## config.mk

```make
export PLATFORM = sky130hd
export DESIGN_NAME = buck_mode_pulser
export DESIGN_NICKNAME = d
export VERILOG_FILES = /design/src/rtl/pulser_pkg.sv /design/src/rtl/pulser_timebase.sv /design/src/rtl/pulser_skipseq.sv /design/src/rtl/pulser_ctrl.sv /design/src/rtl/pulser_gate.sv /design/src/rtl/buck_mode_pulser.sv
export SDC_FILE = /design/constraint.sdc
export NUM_CORES = 1
export LEC_CHECK = 0
export BUFFER_PORTS_ARGS = -buffer_cell sky130_fd_sc_hd__buf_4
export CAP_MARGIN = 10
export CORE_MARGIN = 1
export CORE_UTILIZATION = 40
export CTS_BUF_LIST = sky130_fd_sc_hd__clkbuf_8 sky130_fd_sc_hd__clkbuf_16
export CTS_CLUSTER_SIZE = 12
export DETAILED_ROUTE_END_ITERATION = 10
export PLACE_DENSITY_LB_ADDON = 0.08
export RECOVER_POWER = 50
export SYNTH_ARGS = -nofsm -noshare
export SYNTH_HDL_FRONTEND = slang
export SYNTH_SLANG_ARGS = --single-unit
```

## constraint.sdc

```tcl
create_clock -name clk -period 2.9 [get_ports clk]
set_input_delay 0.145 -clock clk [delete_from_list [all_inputs] [get_ports clk]]
set_output_delay 0.145 -clock clk [all_outputs]
set_load 0.02 [all_outputs]
```

## src/rtl/pulser_pkg.sv

```systemverilog
package pulser_pkg;

  typedef enum logic [1:0] {
    MODE_PWM = 2'd0,
    MODE_DSM = 2'd1,
    MODE_PFM = 2'd2
  } mode_e;

  // strobes from control to the gate datapath
  typedef struct packed {
    logic cycleEnd;
    logic pulseEn;
    logic pfmGate;
  } strobe_t;

  function automatic mode_e codeToMode(input logic [1:0] code);
    case (code)
      2'b00:   return MODE_DSM;
      2'b01:   return MODE_PFM;
      default: return MODE_PWM;   // 10, and 11 as fallback
    endcase
  endfunction

endpackage

```

## src/rtl/pulser_timebase.sv

```systemverilog
module pulser_timebase #(
  parameter int CYCLE_LEN     = 8,
  parameter int SAMPLE_CYCLES = 16,
  localparam int PH_W = $clog2(CYCLE_LEN),
  localparam int SC_W = $clog2(SAMPLE_CYCLES)
) (
  input  logic            clk,
  input  logic            rstN,
  output logic [PH_W-1:0] phase,
  output logic            cycleEnd,
  output logic            sampleNow
);

  logic [SC_W-1:0] cycCnt;

  assign cycleEnd  = (phase == PH_W'(CYCLE_LEN - 1));
  assign sampleNow = cycleEnd && (cycCnt == SC_W'(SAMPLE_CYCLES - 1));

  always_ff @(posedge clk or negedge rstN) begin
    if (!rstN) begin
      phase  <= '0;
      cycCnt <= '0;
    end else if (cycleEnd) begin
      phase  <= '0;
      cycCnt <= sampleNow ? '0 : cycCnt + 1'b1;
    end else begin
      phase  <= phase + 1'b1;
    end
  end

endmodule

```

## src/rtl/pulser_skipseq.sv

```systemverilog
module pulser_skipseq #(
  parameter int NORM_CYCLES = 3,
  parameter int MAX_MODS    = 7,
  localparam int MOD_W = $clog2(MAX_MODS + 1),
  localparam int CNT_W = $clog2(((NORM_CYCLES > MAX_MODS) ? NORM_CYCLES : MAX_MODS) + 1)
) (
  input  logic             clk,
  input  logic             rstN,
  input  logic             cycleEnd,
  input  logic             restart,   // current cycle was not in skip mode
  input  logic             runDsm,    // next cycle is in skip mode
  input  logic [MOD_W-1:0] mods,
  output logic             skipNext
);

  logic             inMods, nIn;
  logic [CNT_W-1:0] cnt, nCnt, modsTop;
  logic [1:0]       slot, nSlot, rot, nRot;

  assign modsTop = CNT_W'(mods) - CNT_W'(1);

  always_comb begin
    nIn   = inMods;
    nCnt  = cnt;
    nSlot = slot;
    nRot  = rot;
    if (restart) begin
      nIn   = 1'b0;
      nCnt  = '0;
      nSlot = 2'd0;
      nRot  = 2'd0;
    end else if (!inMods) begin
      if (cnt >= CNT_W'(NORM_CYCLES - 1)) begin
        nIn   = 1'b1;
        nCnt  = '0;
        nSlot = 2'd0;
      end else begin
        nCnt = cnt + 1'b1;
      end
    end else if (slot == 2'd2) begin
      nSlot = 2'd0;
      nRot  = (rot == 2'd2) ? 2'd0 : rot + 2'd1;
      if (cnt >= modsTop) begin
        nIn  = 1'b0;
        nCnt = '0;
      end else begin
        nCnt = cnt + 1'b1;
      end
    end else begin
      nSlot = slot + 2'd1;
    end
  end

  assign skipNext = nIn && (nSlot == nRot);

  always_ff @(posedge clk or negedge rstN) begin
    if (!rstN) begin
      inMods <= 1'b0;
      cnt    <= '0;
      slot   <= 2'd0;
      rot    <= 2'd0;
    end else if (cycleEnd) begin
      if (runDsm) begin
        inMods <= nIn;
        cnt    <= nCnt;
        slot   <= nSlot;
        rot    <= nRot;
      end else begin
        inMods <= 1'b0;
        cnt    <= '0;
        slot   <= 2'd0;
        rot    <= 2'd0;
      end
    end
  end

endmodule

```

## src/rtl/pulser_ctrl.sv

```systemverilog
module pulser_ctrl
  import pulser_pkg::*;
#(
  parameter int LOAD_BITS     = 8,
  parameter int TAP_LO        = 1,
  parameter int TAP_MID       = 3,
  parameter int TAP_HI        = 6,
  parameter int CYCLE_LEN     = 8,
  parameter int SAMPLE_CYCLES = 16,
  parameter int NORM_CYCLES   = 3,
  parameter int MAX_MODS      = 7,
  localparam int PH_W   = $clog2(CYCLE_LEN),
  localparam int MOD_W  = $clog2(MAX_MODS + 1),
  localparam int ONES_W = $clog2(LOAD_BITS + 1)
) (
  input  logic                 clk,
  input  logic                 rstN,
  input  logic [LOAD_BITS-1:0] loadWord,
  input  logic                 regBelow,
  output logic [PH_W-1:0]      phase,
  output logic                 sampleClk,
  output logic [1:0]           modeCode,
  output strobe_t              strobes
);

  logic              cycleEnd, sampleNow, skipNext, pulseEnReg;
  logic [1:0]        codeReg, newCode, nextCode;
  logic [MOD_W-1:0]  modsReg, tableMods, nextMods;
  logic [ONES_W-1:0] onesCnt;
  int                gapV;
  mode_e             curMode, nextMode;

  pulser_timebase #(.CYCLE_LEN(CYCLE_LEN), .SAMPLE_CYCLES(SAMPLE_CYCLES)) uTime (
    .clk(clk), .rstN(rstN), .phase(phase), .cycleEnd(cycleEnd), .sampleNow(sampleNow)
  );

  // count of ones in the load word
  always_comb begin
    onesCnt = '0;
    for (int i = 0; i < LOAD_BITS; i++)
      onesCnt = onesCnt + ONES_W'(loadWord[i]);
  end

  // fewer ones -> more skip groups per period
  always_comb begin
    gapV = LOAD_BITS - int'(onesCnt);
    if (gapV < 1)        gapV = 1;
    if (gapV > MAX_MODS) gapV = MAX_MODS;
    tableMods = MOD_W'(gapV);
  end

  assign newCode  = {loadWord[TAP_HI], ~(loadWord[TAP_MID] | loadWord[TAP_LO])};
  assign nextCode = sampleNow ? newCode : codeReg;
  assign nextMods = sampleNow ? tableMods : modsReg;
  assign curMode  = codeToMode(codeReg);
  assign nextMode = codeToMode(nextCode);

  pulser_skipseq #(.NORM_CYCLES(NORM_CYCLES), .MAX_MODS(MAX_MODS)) uSeq (
    .clk(clk), .rstN(rstN), .cycleEnd(cycleEnd),
    .restart(curMode != MODE_DSM), .runDsm(nextMode == MODE_DSM),
    .mods(nextMods), .skipNext(skipNext)
  );

  always_ff @(posedge clk or negedge rstN) begin
    if (!rstN) begin
      codeReg    <= 2'b01;
      modsReg    <= MOD_W'(1);
      pulseEnReg <= 1'b0;
    end else if (cycleEnd) begin
      codeReg <= nextCode;
      modsReg <= nextMods;
      case (nextMode)
        MODE_PFM: pulseEnReg <= regBelow;
        MODE_DSM: pulseEnReg <= ~skipNext;
        default:  pulseEnReg <= 1'b1;
      endcase
    end
  end

  assign sampleClk        = sampleNow;
  assign modeCode         = codeReg;
  assign strobes.cycleEnd = cycleEnd;
  assign strobes.pulseEn  = pulseEnReg;
  assign strobes.pfmGate  = (curMode == MODE_PFM);

endmodule

```

## src/rtl/pulser_gate.sv

```systemverilog
module pulser_gate
  import pulser_pkg::*;
#(
  parameter int CYCLE_LEN = 8,
  localparam int PH_W     = $clog2(CYCLE_LEN),
  localparam int DUTY_MAX = CYCLE_LEN - 2
) (
  input  logic            clk,
  input  logic            rstN,
  input  logic [PH_W-1:0] phase,
  input  strobe_t         strobes,
  input  logic [PH_W-1:0] duty,
  input  logic            limitOk,
  input  logic            zeroCross,
  output logic            hsEn,
  output logic            lsEn
);

  logic [PH_W-1:0] dutyReg, dutyC;
  logic            limTrip, zcSeen, hsWin, lsWin, limBlock;

  assign dutyC    = (dutyReg > PH_W'(DUTY_MAX)) ? PH_W'(DUTY_MAX) : dutyReg;
  assign hsWin    = strobes.pulseEn && (phase < dutyC);
  assign lsWin    = strobes.pulseEn && (dutyC != '0) && (phase > dutyC)
                    && (phase < PH_W'(CYCLE_LEN - 1));
  assign limBlock = strobes.pfmGate && (!limitOk || limTrip);
  assign hsEn     = hsWin && !limBlock;
  assign lsEn     = lsWin && !zeroCross && !zcSeen;

  always_ff @(posedge clk or negedge rstN) begin
    if (!rstN) begin
      dutyReg <= '0;
      limTrip <= 1'b0;
      zcSeen  <= 1'b0;
    end else if (strobes.cycleEnd) begin
      dutyReg <= duty;
      limTrip <= 1'b0;
      zcSeen  <= 1'b0;
    end else begin
      if (hsWin && strobes.pfmGate && !limitOk) limTrip <= 1'b1;
      if (zeroCross) zcSeen <= 1'b1;
    end
  end

endmodule

```

## src/rtl/buck_mode_pulser.sv

```systemverilog
module buck_mode_pulser
  import pulser_pkg::*;
#(
  parameter int LOAD_BITS     = 8,
  parameter int TAP_LO        = 1,
  parameter int TAP_MID       = 3,
  parameter int TAP_HI        = 6,
  parameter int CYCLE_LEN     = 8,
  parameter int SAMPLE_CYCLES = 16,
  parameter int NORM_CYCLES   = 3,
  parameter int MAX_MODS      = 7,
  localparam int PH_W = $clog2(CYCLE_LEN)
) (
  input  logic                 clk,
  input  logic                 rstN,
  input  logic [LOAD_BITS-1:0] loadWord,
  input  logic [PH_W-1:0]      duty,
  input  logic                 regBelow,
  input  logic                 limitOk,
  input  logic                 zeroCross,
  output logic                 sampleClk,
  output logic [1:0]           modeCode,
  output logic                 hsEn,
  output logic                 lsEn
);

  logic [PH_W-1:0] phase;
  strobe_t         strobes;

  pulser_ctrl #(
    .LOAD_BITS(LOAD_BITS), .TAP_LO(TAP_LO), .TAP_MID(TAP_MID), .TAP_HI(TAP_HI),
    .CYCLE_LEN(CYCLE_LEN), .SAMPLE_CYCLES(SAMPLE_CYCLES),
    .NORM_CYCLES(NORM_CYCLES), .MAX_MODS(MAX_MODS)
  ) uCtrl (
    .clk(clk), .rstN(rstN), .loadWord(loadWord), .regBelow(regBelow),
    .phase(phase), .sampleClk(sampleClk), .modeCode(modeCode), .strobes(strobes)
  );

  pulser_gate #(.CYCLE_LEN(CYCLE_LEN)) uGate (
    .clk(clk), .rstN(rstN), .phase(phase), .strobes(strobes), .duty(duty),
    .limitOk(limitOk), .zeroCross(zeroCross), .hsEn(hsEn), .lsEn(lsEn)
  );

endmodule

```

==> results of run 1 <==
cell families (layout without fill, tap and decap cells):
kind of cell               count (synthesis)  after routing  share of synthesized area
DFF                                       26             26                      0.373
xor gates and xnor gates                   4              4                     0.0200
adders and majority gates                 20             20                      0.160
muxes                                      3              3                     0.0193
and+or+nand+nor                           50             50                      0.162
buffers and inverters                     29             61                     0.0671
AOI/OAI and AO/OA                         53             53                      0.199
layout make-up:
| type | instances | share of cell area |
|---|---|---|
| Sequential cell | 26 | 0.306 |
| Inverter | 24 | 0.0423 |
| Clock buffer | 3 | 0.0194 |
| Timing Repair Buffer | 33 | 0.119 |
| Clock inverter | 1 | 0.00176 |
| Multi-Input combinational cell | 130 | 0.482 |
| Tap cell | 50 | 0.0293 |
where the power goes:
group / total (W) / switching, W / leakage (nW) / internal (W)
registers: 0.000367 / 0.00000176 / 0.312 / 0.000365
clock network: 0.000211 / 0.000116 / 0.0269 / 0.0000949
logic: 0.000212 / 0.000100 / 0.650 / 0.000112
critical path, stage by stage:
cell and delay [ps]:
buf_6 100, ha_4 250, inv_2 30, fa_1 490
fa_1 430, fa_2 350, inv_2 70, fa_1 440
inv_2 100, and2_4 150, a21oi_2 50, o31ai_2 190
inv_1 70, ha_2 180, xnor2_1 120, ha_1 310
a21oi_2 140, o211ai_1 120, a21oi_2 190, nand2b_1 120
o311ai_2 210
state kept, by name, indices dropped and copies added (netlist names), named ones only:
register and count:
uGate.zcSeen 1, uCtrl.uSeq.cnt 3, uCtrl.uSeq.inMods 1, uCtrl.uSeq.rot 2, uCtrl.uTime.phase 3, uGate.limTrip 1
uGate.dutyReg 3, uCtrl.uSeq.slot 2, uCtrl.uTime.cycCnt 4, uCtrl.modeCode 2, uCtrl.pulseEnReg 1, uCtrl.modsReg 2
what timing repair did:
item                                    in CTS  in global routing
setup buffers                                1                  0
endpoints found under the hold margin       24                  0
pin swaps                                    6                  1
hold buffers                                 1                  0
endpoints found under the setup margin       5                  6
resized for setup                            6                  0
layout by cell type, fill, tap and decap left out, types with 4 or more instances in the layout:
cell and instances:
buf_4 29, dfrtp_1 24, inv_1 22, nand2_1 15, ha_1 13, o21ai_0 12
a21oi_1 10, nor2_1 8, nand3_1 5, nor2b_1 4, xnor2_1 4, o21ai_1 4
routing by layer:
metal	wire length [um]	vias up	track usage
met5	0	-	0
met4	36	0	0.0417
met3	114	6	0.0283
met2	1780	26	0.298
met1	1690	667	0.221
li1	-	722	-
final timing paths:
kind | cells after the start | start | endpoint | slack [ps]
max | 21 | loadWord[1] | uCtrl.uSeq.cnt[2] | -1170
min | 3 | duty[1] | uGate.dutyReg[1] | 80
max reg2reg | 13 | uCtrl.uTime.phase[1] | uCtrl.uSeq.cnt[2] | 110
min reg2reg | 2 | uCtrl.modsReg[1] | uCtrl.modsReg[1] | 480
max in group asynchronous | 2 | rstN | uCtrl.modsReg[1] | 1310
min in group asynchronous | 2 | rstN | uGate.dutyReg[1] | 740
stage by stage:
| step | TNS [ps] | instance area (um^2) | worst slack (ps) |
|---|---|---|---|
| floorplan | -5680 | 1780 | -1210 |
| global placement | -7300 | 2040 | -1520 |
| detailed placement | -7860 | 2040 | -1600 |
| CTS | -5450 | 2140 | -1180 |
| global route | -6520 | 2130 | -1390 |
| finish | -5370 | 2130 | -1170 |
==> results by group, run 1 <==
Outcome
  – Outcome: finished, violations left
  – Failing checks: setup timing

Timing
  – RSZ-0062 raised after global routing: yes
  – Worst slew pin tran: 1450 ps
  – Final Slew Violations: 0
  – Hold WS: about 76 ps
  – Min cycle time layout: roughly 4000 ps
  – Final worst slack: -1170 ps
  – Final setup fails: 5
  – Final hold violations: 0
  – Max Clk Rate: roughly 250 MHz
  – Clock Skew: slightly above 10 ps
  – Fin crit share: 1.40
  – Relative slew slack: 0.0346

Flow run
  – Maxcap violations: 0

Final layout
  – Register Area: 653 um^2
  – Layout cells sized above 1: 0.267
  – Multi-input logic area: around 1000 um^2
  – Filler cells: approximately 380
  – Ant diodes: 0
  – Final #Nets: ~250
  – Non-Filler Instances: between 200 and 300
  – Layout Area Growth over Synthesis: 21.6%
  – Finished Core Util: 0.518

Global route
  – Vias in the first global route: between 1000 and 1500
  – Initial antenna violation count: 0
  – Total track usage: 0.172
  – First-pass GRT wire length: 6040 um
  – Overflow left after global routing: 0
  – Pin count of the biggest net entering global routing: 27

Setup path
  – Data arrival, critical path: around 4300 ps
  – Crit. End Element: flop
  – Required time of the critical path: 3080 ps
  – Critical Path Fanout Max: 3
  – Startpoint types: primary input
  – Critical path class: in2reg

Place
  – PortBufs: 20
  – Cell total after placement: about 260
  – DPL Wire Length: between 2000 and 3000 um
  – Routability cong.: 0.818

Yosys
  – Syn avg cell area: about 9.5 um^2
  – Synth Instances: 185
  – Dominant cells by area after synthesis: dfrtp_1, ha_1, inv_1
  – Post-synth net total: approximately 220
  – Ys async rst share: 1.00
  – Main synth FF type: dfrtp_1
  – Post-Synthesis Cell Area: around 1800 um^2
  – Yosys top cell area share: 0.343
  – EDFF count, synth: 0
  – Synth area leader: dfrtp_1
  – Synth cell count leaders: dfrtp_1, inv_1, ha_1, o21ai_0, nand2_1
  – Synth Register Bits: 26
  – Yosys warns: 0
  – Yosys cell types: 45
  – Seq/Total Area, Yosys: 0.373

Floorplanning
  – Die X: 68.2 um
  – Die H: roughly 70 um
  – Core Region: 4120 um^2
  – Num rows: 23
  – Initial Util: 0.426
  – Io pins: 21
  – Die footprint: 4650 um^2

Clocking
  – Clock Pin Slew Worst Setup and Hold Paths: about 100 ps
  – CTS Buf Count: 3
  – H-tree levels: 1
  – CTS max path bufs: 2
  – Skew-Pair Late Insertion Delay: 270 ps
  – CTS root buf: clkbuf_8
  – CTS tree: done
  – Sink Count: 26

Drt
  – Drt total wl: approximately 3600 um
  – Post-DR vias/cell: roughly 5.3
  – Drt wl/cell: about 14 um
  – DRT antenna net count: 0
  – 1st-pass router iterations: 4
  – DR vias: roughly 1400
  – Post-route DRC: 0
  – Initial DRC count: 74

Pwr
  – Tot Pwr: ~0.00079 W
  – Power per cell area: ~370 nW/um^2
  – Max VDD drop: between 200 and 250 uV
  – P_leak: ~1 nW

Hold path
  – Hold Crit Class: in2reg
(Power assumes the default switching activity.)
==> run 2, diff against run 1 <==
--- a/config.mk
+++ b/config.mk
@@ -5,6 +5,7 @@
 export SDC_FILE = /design/constraint.sdc
 export NUM_CORES = 1
 export LEC_CHECK = 0
+export ABC_AREA = 1
 export BUFFER_PORTS_ARGS = -buffer_cell sky130_fd_sc_hd__buf_4
 export CAP_MARGIN = 10
 export CORE_MARGIN = 1
@@ -14,6 +15,8 @@
 export DETAILED_ROUTE_END_ITERATION = 10
 export PLACE_DENSITY_LB_ADDON = 0.08
 export RECOVER_POWER = 50
+export SETUP_SLACK_MARGIN = 0.3
 export SYNTH_ARGS = -nofsm -noshare
 export SYNTH_HDL_FRONTEND = slang
+export SYNTH_HIERARCHICAL = 1
 export SYNTH_SLANG_ARGS = --single-unit
==> run 2 against run 1 <==
Net effect:
- the run ends with DRC, capacitance limit, slew limit, setup timing left
- setup slack better by 80 ps
- design area rose by 16%
- power is 15% higher
- clock power increased by 43%
- sequential power about the same
- cell count up 27%
- sequential share of layout area down 4.2 points
- largest cell class unchanged
- largest power group unchanged
==> results by group, run 2 <==
Yosys
  – Yosys cell types: 30
  – Dominant cells by area after synthesis: dfrtp_1, ha_1, nand2_1
  – Post-synth net total: 290
  – Yosys warns: 6
  – Main synth FF type: dfrtp_1
  – Yosys top cell area share: 0.313
  – Synth Instances: about 250
  – EDFF count, synth: 0
  – Synth cell count leaders: nand2_1, inv_1, dfrtp_1
  – Seq/Total Area, Yosys: 0.341
  – Post-Synthesis Cell Area: roughly 1900 um^2
  – Synth area leader: dfrtp_1
  – Synth Register Bits: 26
  – Syn avg cell area: slightly below 8 um^2
  – Count leader, synth: nand2_1
  – Ys async rst share: 1.00

Drt
  – Post-route DRC: 1
  – 1st-pass router iterations: 7
  – Post-DR vias/cell: 4.74
  – Initial DRC count: between 80 and 90
  – DR vias: roughly 1600
  – Drt wl/cell: 11.5 um
  – DRT antenna net count: 0
  – Drt total wl: 3890 um

Outcome
  – Failing checks: DRC, capacitance limit, slew limit, setup timing
  – Outcome: finished, violations left

Floorplanning
  – Die footprint: about 5100 um^2
  – Initial Util: 0.428
  – Core Region: roughly 4500 um^2
  – Num rows: 24
  – Die H: between 70 and 80 um
  – Io pins: 21
  – Die X: 71.2 um

Global route
  – Initial antenna violation count: 0
  – Pin count of the biggest net entering global routing: 27
  – Vias in the first global route: around 1600
  – Total track usage: 0.165
  – First-pass GRT wire length: 6720 um
  – Overflow left after global routing: 0

Clocking
  – Skew-Pair Late Insertion Delay: around 270 ps
  – Clock Pin Slew Worst Setup and Hold Paths: 90 ps
  – CTS root buf: clkbuf_8
  – H-tree levels: 1
  – CTS max path bufs: 2
  – CTS Buf Count: 3
  – Sink Count: 26
  – CTS tree: done

Final layout
  – Final #Nets: 329
  – Finished Core Util: 0.552
  – Layout Area Growth over Synthesis: 28.9%
  – Max reg flops: 4
  – Ant diodes: 0
  – Filler cells: between 400 and 500
  – Largest reg by FF count: uCtrl/uTime/cycCnt
  – Most common cell after layout, fill and taps aside: nand2_1
  – Layout cells sized above 1: 0.328
  – Most frequent cells in the layout: nand2_1, inv_1, buf_4
  – Non-Filler Instances: 339

Setup path
  – Startpoint types: primary input
  – Critical Path Fanout Max: 3
  – Crit. End Element: flop
  – CP max stage delay: 560 ps
  – Required time of the critical path: approximately 3100 ps
  – Slowest cell on crit path: fa_2
  – Critical path class: in2reg
  – Data arrival, critical path: between 4000 and 5000 ps

Timing
  – Hold WS: between 70 and 80 ps
  – Relative slew slack: -0.0153
  – Final hold violations: 0
  – Clock Skew: ~3.6 ps
  – Final Slew Violations: 27
  – Max Clk Rate: between 200 and 300 MHz
  – RSZ-0062 raised after global routing: yes
  – Min cycle time layout: roughly 4000 ps
  – Fin crit share: 1.37
  – Worst slew pin tran: 1520 ps
  – Final setup fails: 6
  – Final worst slack: -1090 ps

Place
  – DPL Wire Length: slightly below 3000 um
  – Routability cong.: approximately 0.8
  – Cell total after placement: around 330
  – PortBufs: 20

Pwr
  – Power per cell area: ~370 nW/um^2
  – Clk pwr share: 0.333
  – P_leak: about 1.3 nW
  – Max VDD drop: between 200 and 300 uV
  – Tot Pwr: 0.000905 W
  – Gate power share: 0.262
  – Reg power frac: 0.404
  – Psw: between 0.0002 and 0.00025 W
  – Switching part of the total: 0.259
  – Pint: between 0.0006 and 0.0007 W

Hold path
  – Hold Crit Class: in2reg

Flow run
  – Maxcap violations: 1
-- run 2: stage by stage --
step / area, um^2 / TNS, ps / worst slack [ps]
global route: 2470 / -6200 / -1350
detailed placement: 2270 / -7450 / -1570
finish: 2470 / -5070 / -1090
CTS: 2400 / -5530 / -1230
global placement: 2270 / -6940 / -1490
floorplan: 1980 / -4840 / -1210
-- run 2: final timing paths --
path,startpoint,end,slack (ps),depth (start not counted)
max in group asynchronous,rstN,uCtrl/uSeq/cnt[1],1240,2
setup / recovery,loadWord[5],uCtrl/pulseEnReg,-1090,29
hold / removal,duty[0],uGate/dutyReg[0],70,3
min in group asynchronous,rstN,uCtrl/modsReg[2],780,2
hold reg to reg,uCtrl/modsReg[0],uCtrl/modsReg[0],490,2
setup reg to reg,uCtrl/uTime/phase[0],uCtrl/pulseEnReg,40,23
-- run 2: worst max-delay path: cells and delay by family --
kind	cells	cell delay (ps)
adder cells (fa/ha/maj)	8	2650
AND/OR/NAND/NOR	10	670
XOR/XNOR	1	120
AO/OA/AOI/OAI	2	200
buffers and inverters	8	370
-- run 2: cell type report --
cell class / count / area [um^2] / share of cell area
well taps: 52 / 65.1 / 0.0263
clock buffers: 3 / 41.3 / 0.0167
repair buffers: 38 / 295 / 0.120
clock inverters: 1 / 30.0 / 0.0122
inverters: 52 / 205 / 0.0831
flip-flops and latches: 26 / 653 / 0.264
multi-input cells: 167 / 1180 / 0.478
-- run 2: metal layers --
| layer | share of wire | vias up | track usage | wire length [um] |
|---|---|---|---|---|
| li1 | - | 856 | - | - |
| met1 | 0.48 | 729 | 0.216 | 1880 |
| met2 | 0.48 | 20 | 0.290 | 1870 |
| met3 | 0.033 | 2 | 0.0295 | 129 |
| met4 | 0.0039 | 0 | 0.0267 | 15 |
| met5 | 0 | - | 0 | 0 |
-- run 2: timing repair --
| item | 4_1_cts | 5_1_grt |
|---|---|---|
| pin swaps | 2 | 14 |
| setup endpoints to repair | 8 | 8 |
| cloned | 0 | 0 |
| hold endpoints to repair | 24 | 0 |
| setup buffers | 2 | 1 |
| hold buffers | 1 | 0 |
| resized for setup | 11 | 18 |
-- run 2: power groups by stage --
stage,Combinational [W],Sequential (W),Clock [W]
after detailed placement,0.000165,0.000373,0
after global routing,0.000261,0.000367,0.000326
after global placement,0.000162,0.000373,0
after CTS,0.000188,0.000366,0.000318
after floorplan,0.000100,0.000373,0
final,0.000237,0.000366,0.000302
-- run 2: logic make-up after synthesis --
logic type	count (synthesis)	synth area share
AOI/OAI and AO/OA	31	0.0927
buffers and inverters	56	0.119
and+or+nand+nor	109	0.259
xor gates and xnor gates	2	0.00914
DFF	26	0.341
adders and majority gates	25	0.179
==> run 3, diff against run 2 <==
--- a/config.mk
+++ b/config.mk
@@ -9,13 +9,14 @@
 export BUFFER_PORTS_ARGS = -buffer_cell sky130_fd_sc_hd__buf_4
 export CAP_MARGIN = 10
 export CORE_MARGIN = 1
-export CORE_UTILIZATION = 40
+export CORE_UTILIZATION = 53
 export CTS_BUF_LIST = sky130_fd_sc_hd__clkbuf_8 sky130_fd_sc_hd__clkbuf_16
 export CTS_CLUSTER_SIZE = 12
 export DETAILED_ROUTE_END_ITERATION = 10
 export PLACE_DENSITY_LB_ADDON = 0.08
 export RECOVER_POWER = 50
 export SETUP_SLACK_MARGIN = 0.3
+export SKIP_LAST_GASP = 1
 export SYNTH_ARGS = -nofsm -noshare
 export SYNTH_HDL_FRONTEND = slang
 export SYNTH_HIERARCHICAL = 1
==> run 3 against run 2 <==
Net effect:
- the run ends with setup timing left
- combinational power down 9.3%
- non-clock buffer count up 6
- setup slack worse by 200 ps
- clock-buffer cell count unchanged
- power down 2.1%
- sequential share of layout area about the same
- register-to-register slack worse by 120 ps
- die area down 24%
==> results by group, run 3 (synthesis results as in run 2) <==
Outcome
  – Outcome: finished, violations left
  – Failing checks: setup timing

Timing
  – Clock Skew: approximately 2.6 ps
  – Final hold violations: 0
  – Fin crit share: 1.44
  – RSZ-0062 raised after global routing: yes
  – Final setup fails: 7
  – Max Clk Rate: between 200 and 250 MHz
  – Relative slew slack: 0.0169
  – Worst slew pin tran: around 1500 ps
  – Final worst slack: -1280 ps
  – Min cycle time layout: 4180 ps
  – Final Slew Violations: 0

Hold path
  – Hold wc startpoint: duty[0]
  – Hold endpoint: uGate/dutyReg[0]
  – WHS Path Cells: 3
  – Hold Crit Class: in2reg

Setup path
  – R2R Path End: uCtrl/pulseEnReg
  – RR Startpoint: uCtrl/uTime/phase[0]
  – Critical Path Fanout Max: 3
  – Crit. End Element: flop
  – CP max stage delay: ~580 ps
  – Startpoint types: primary input
  – Data arrival, critical path: approximately 4400 ps
  – Slowest cell on crit path: fa_2
  – Worst R2R Path Depth: 23
  – Required time of the critical path: a little over 3000 ps
  – Cell family with most CP delay: adder cells
  – Reg2Reg Setup Slack: -80 ps
  – CP bufs+invs: 15
  – Most frequent CP cell: buf_4
  – Critical path class: in2reg

Global route
  – Gr busiest metal: met2
  – First-pass GRT wire length: between 6000 and 7000 um
  – Total track usage: 0.224
  – Met1 usage: 0.269
  – Met2 layer usage reported by global route: 0.415
  – Grt met3 use: 0.0368
  – Pin count of the biggest net entering global routing: 27
  – Initial antenna violation count: 0
  – Vias in the first global route: 1646
  – Overflow left after global routing: 0

Drt
  – Post-DR vias/cell: about 4.9
  – 1st-pass router iterations: 4
  – Initial DRC count: 94
  – DR vias: approximately 1700
  – DRT antenna net count: 0
  – Drt total wl: 4130 um
  – Post-route DRC: 0
  – Drt wl/cell: approximately 12 um

Place
  – Post-Place Cell Area: ~2200 um^2
  – PortBufs: 20
  – Cell total after placement: between 300 and 400
  – DPL Wire Length: around 2800 um
  – Routability cong.: 0.818

Clocking
  – Clock Pin Slew Worst Setup and Hold Paths: roughly 90 ps
  – CTS max path bufs: 2
  – H-tree levels: 1
  – Skew-Pair Late Insertion Delay: approximately 270 ps
  – Sink Count: 26
  – CTS Buf Count: 3
  – CTS tree: done
  – CTS root buf: clkbuf_8

Final layout
  – Layout cells sized above 1: 0.307
  – Non-Filler Instances: between 300 and 400
  – Filler cells: around 260
  – Post-route cell area: between 2000 and 2500 um^2
  – Layout Area Growth over Synthesis: 29.0%
  – Largest reg by FF count: uCtrl/uTime/cycCnt
  – Most frequent cells in the layout: nand2_1, inv_1, buf_4
  – Final #Nets: about 340
  – Max reg flops: 4
  – Ant diodes: 0
  – Most common cell after layout, fill and taps aside: nand2_1

Floorplanning
  – Die H: ~62 um
  – Core Region: about 3400 um^2
  – Initial Util: 0.566
  – Io pins: 21
  – Die footprint: about 3900 um^2
  – Die X: about 62 um
  – Num rows: 21

Pwr
  – P_leak: around 1.3 nW
  – Tot Pwr: a little under 0.0009 W
  – Power per cell area: ~360 nW/um^2
  – Max VDD drop: 298 uV

Flow run
  – Maxcap violations: 0
run 3: changes by cell type in the layout (fill, tap and decap cells not counted), sizes merged:
cell | previous run | this run
buf | 36 | 42
run 3: repair_timing:
action                                  4_1_cts  5_1_grt
endpoints found under the setup margin        8        8
pin swaps                                     4       16
hold buffers                                  1        0
setup buffers                                13        2
endpoints found under the hold margin        24        0
gates resized for setup                       8        9
run 3: worst reg2reg max path: cells and delay by family (launching register included):
kind | cells | cell delay (ps)
DFF | 1 | 390
AOI/OAI and AO/OA | 2 | 250
adders and majority gates | 4 | 870
and+or+nand+nor | 11 | 930
xor gates and xnor gates | 1 | 120
buffers and inverters | 5 | 320
run 3: cell type report:
type                       count  area (um^2)  share of cell area
sequential                    26          653               0.264
timing repair buffer          44          348               0.141
clock inverter                 1         30.0              0.0121
clock buffer                   3         41.3              0.0167
multi-input combinational    167         1140               0.460
tap                           46         57.6              0.0233
inverter                      52          205              0.0830
run 3: through the flow:
step | setup slack, ps | hold slack (ps) | TNS [ps] | util
final | -1280 | 76.8 | -7180 | 0.730
after global routing | -1480 | 83.7 | -8270 | 0.730
after CTS | -1250 | 70.5 | -6710 | 0.713
after detailed placement | -1600 | 77.5 | -7530 | 0.653
after global placement | -1480 | 71.8 | -6870 | 0.653
after floorplan | -1210 | -151 | -4840 | -
run 3: metal layers:
layer	vias up	routed length [um]
met1	768	1940
met4	0	7
met5	-	0
li1	867	-
met2	18	2110
met3	2	79
run 3: where the power goes:
part           total [W]  leakage, nW  switching [W]  internal [W]
clock           0.000305       0.0357       0.000120      0.000185
combinational   0.000215        0.990       0.000110      0.000105
sequential      0.000366        0.312    0.000000971      0.000365
run 3: how the worst max path moves through the flow:
stage,start,endpoint,slack (ps),depth (start not counted)
floorplan,loadWord[5],uCtrl/pulseEnReg,-1210,27
global placement,loadWord[5],uCtrl/pulseEnReg,-1480,28
detailed placement,loadWord[1],uCtrl/pulseEnReg,-1600,26
CTS,loadWord[5],uCtrl/pulseEnReg,-1250,26
global route,loadWord[2],uCtrl/pulseEnReg,-1480,28
finish,loadWord[5],uCtrl/modsReg[1],-1280,25
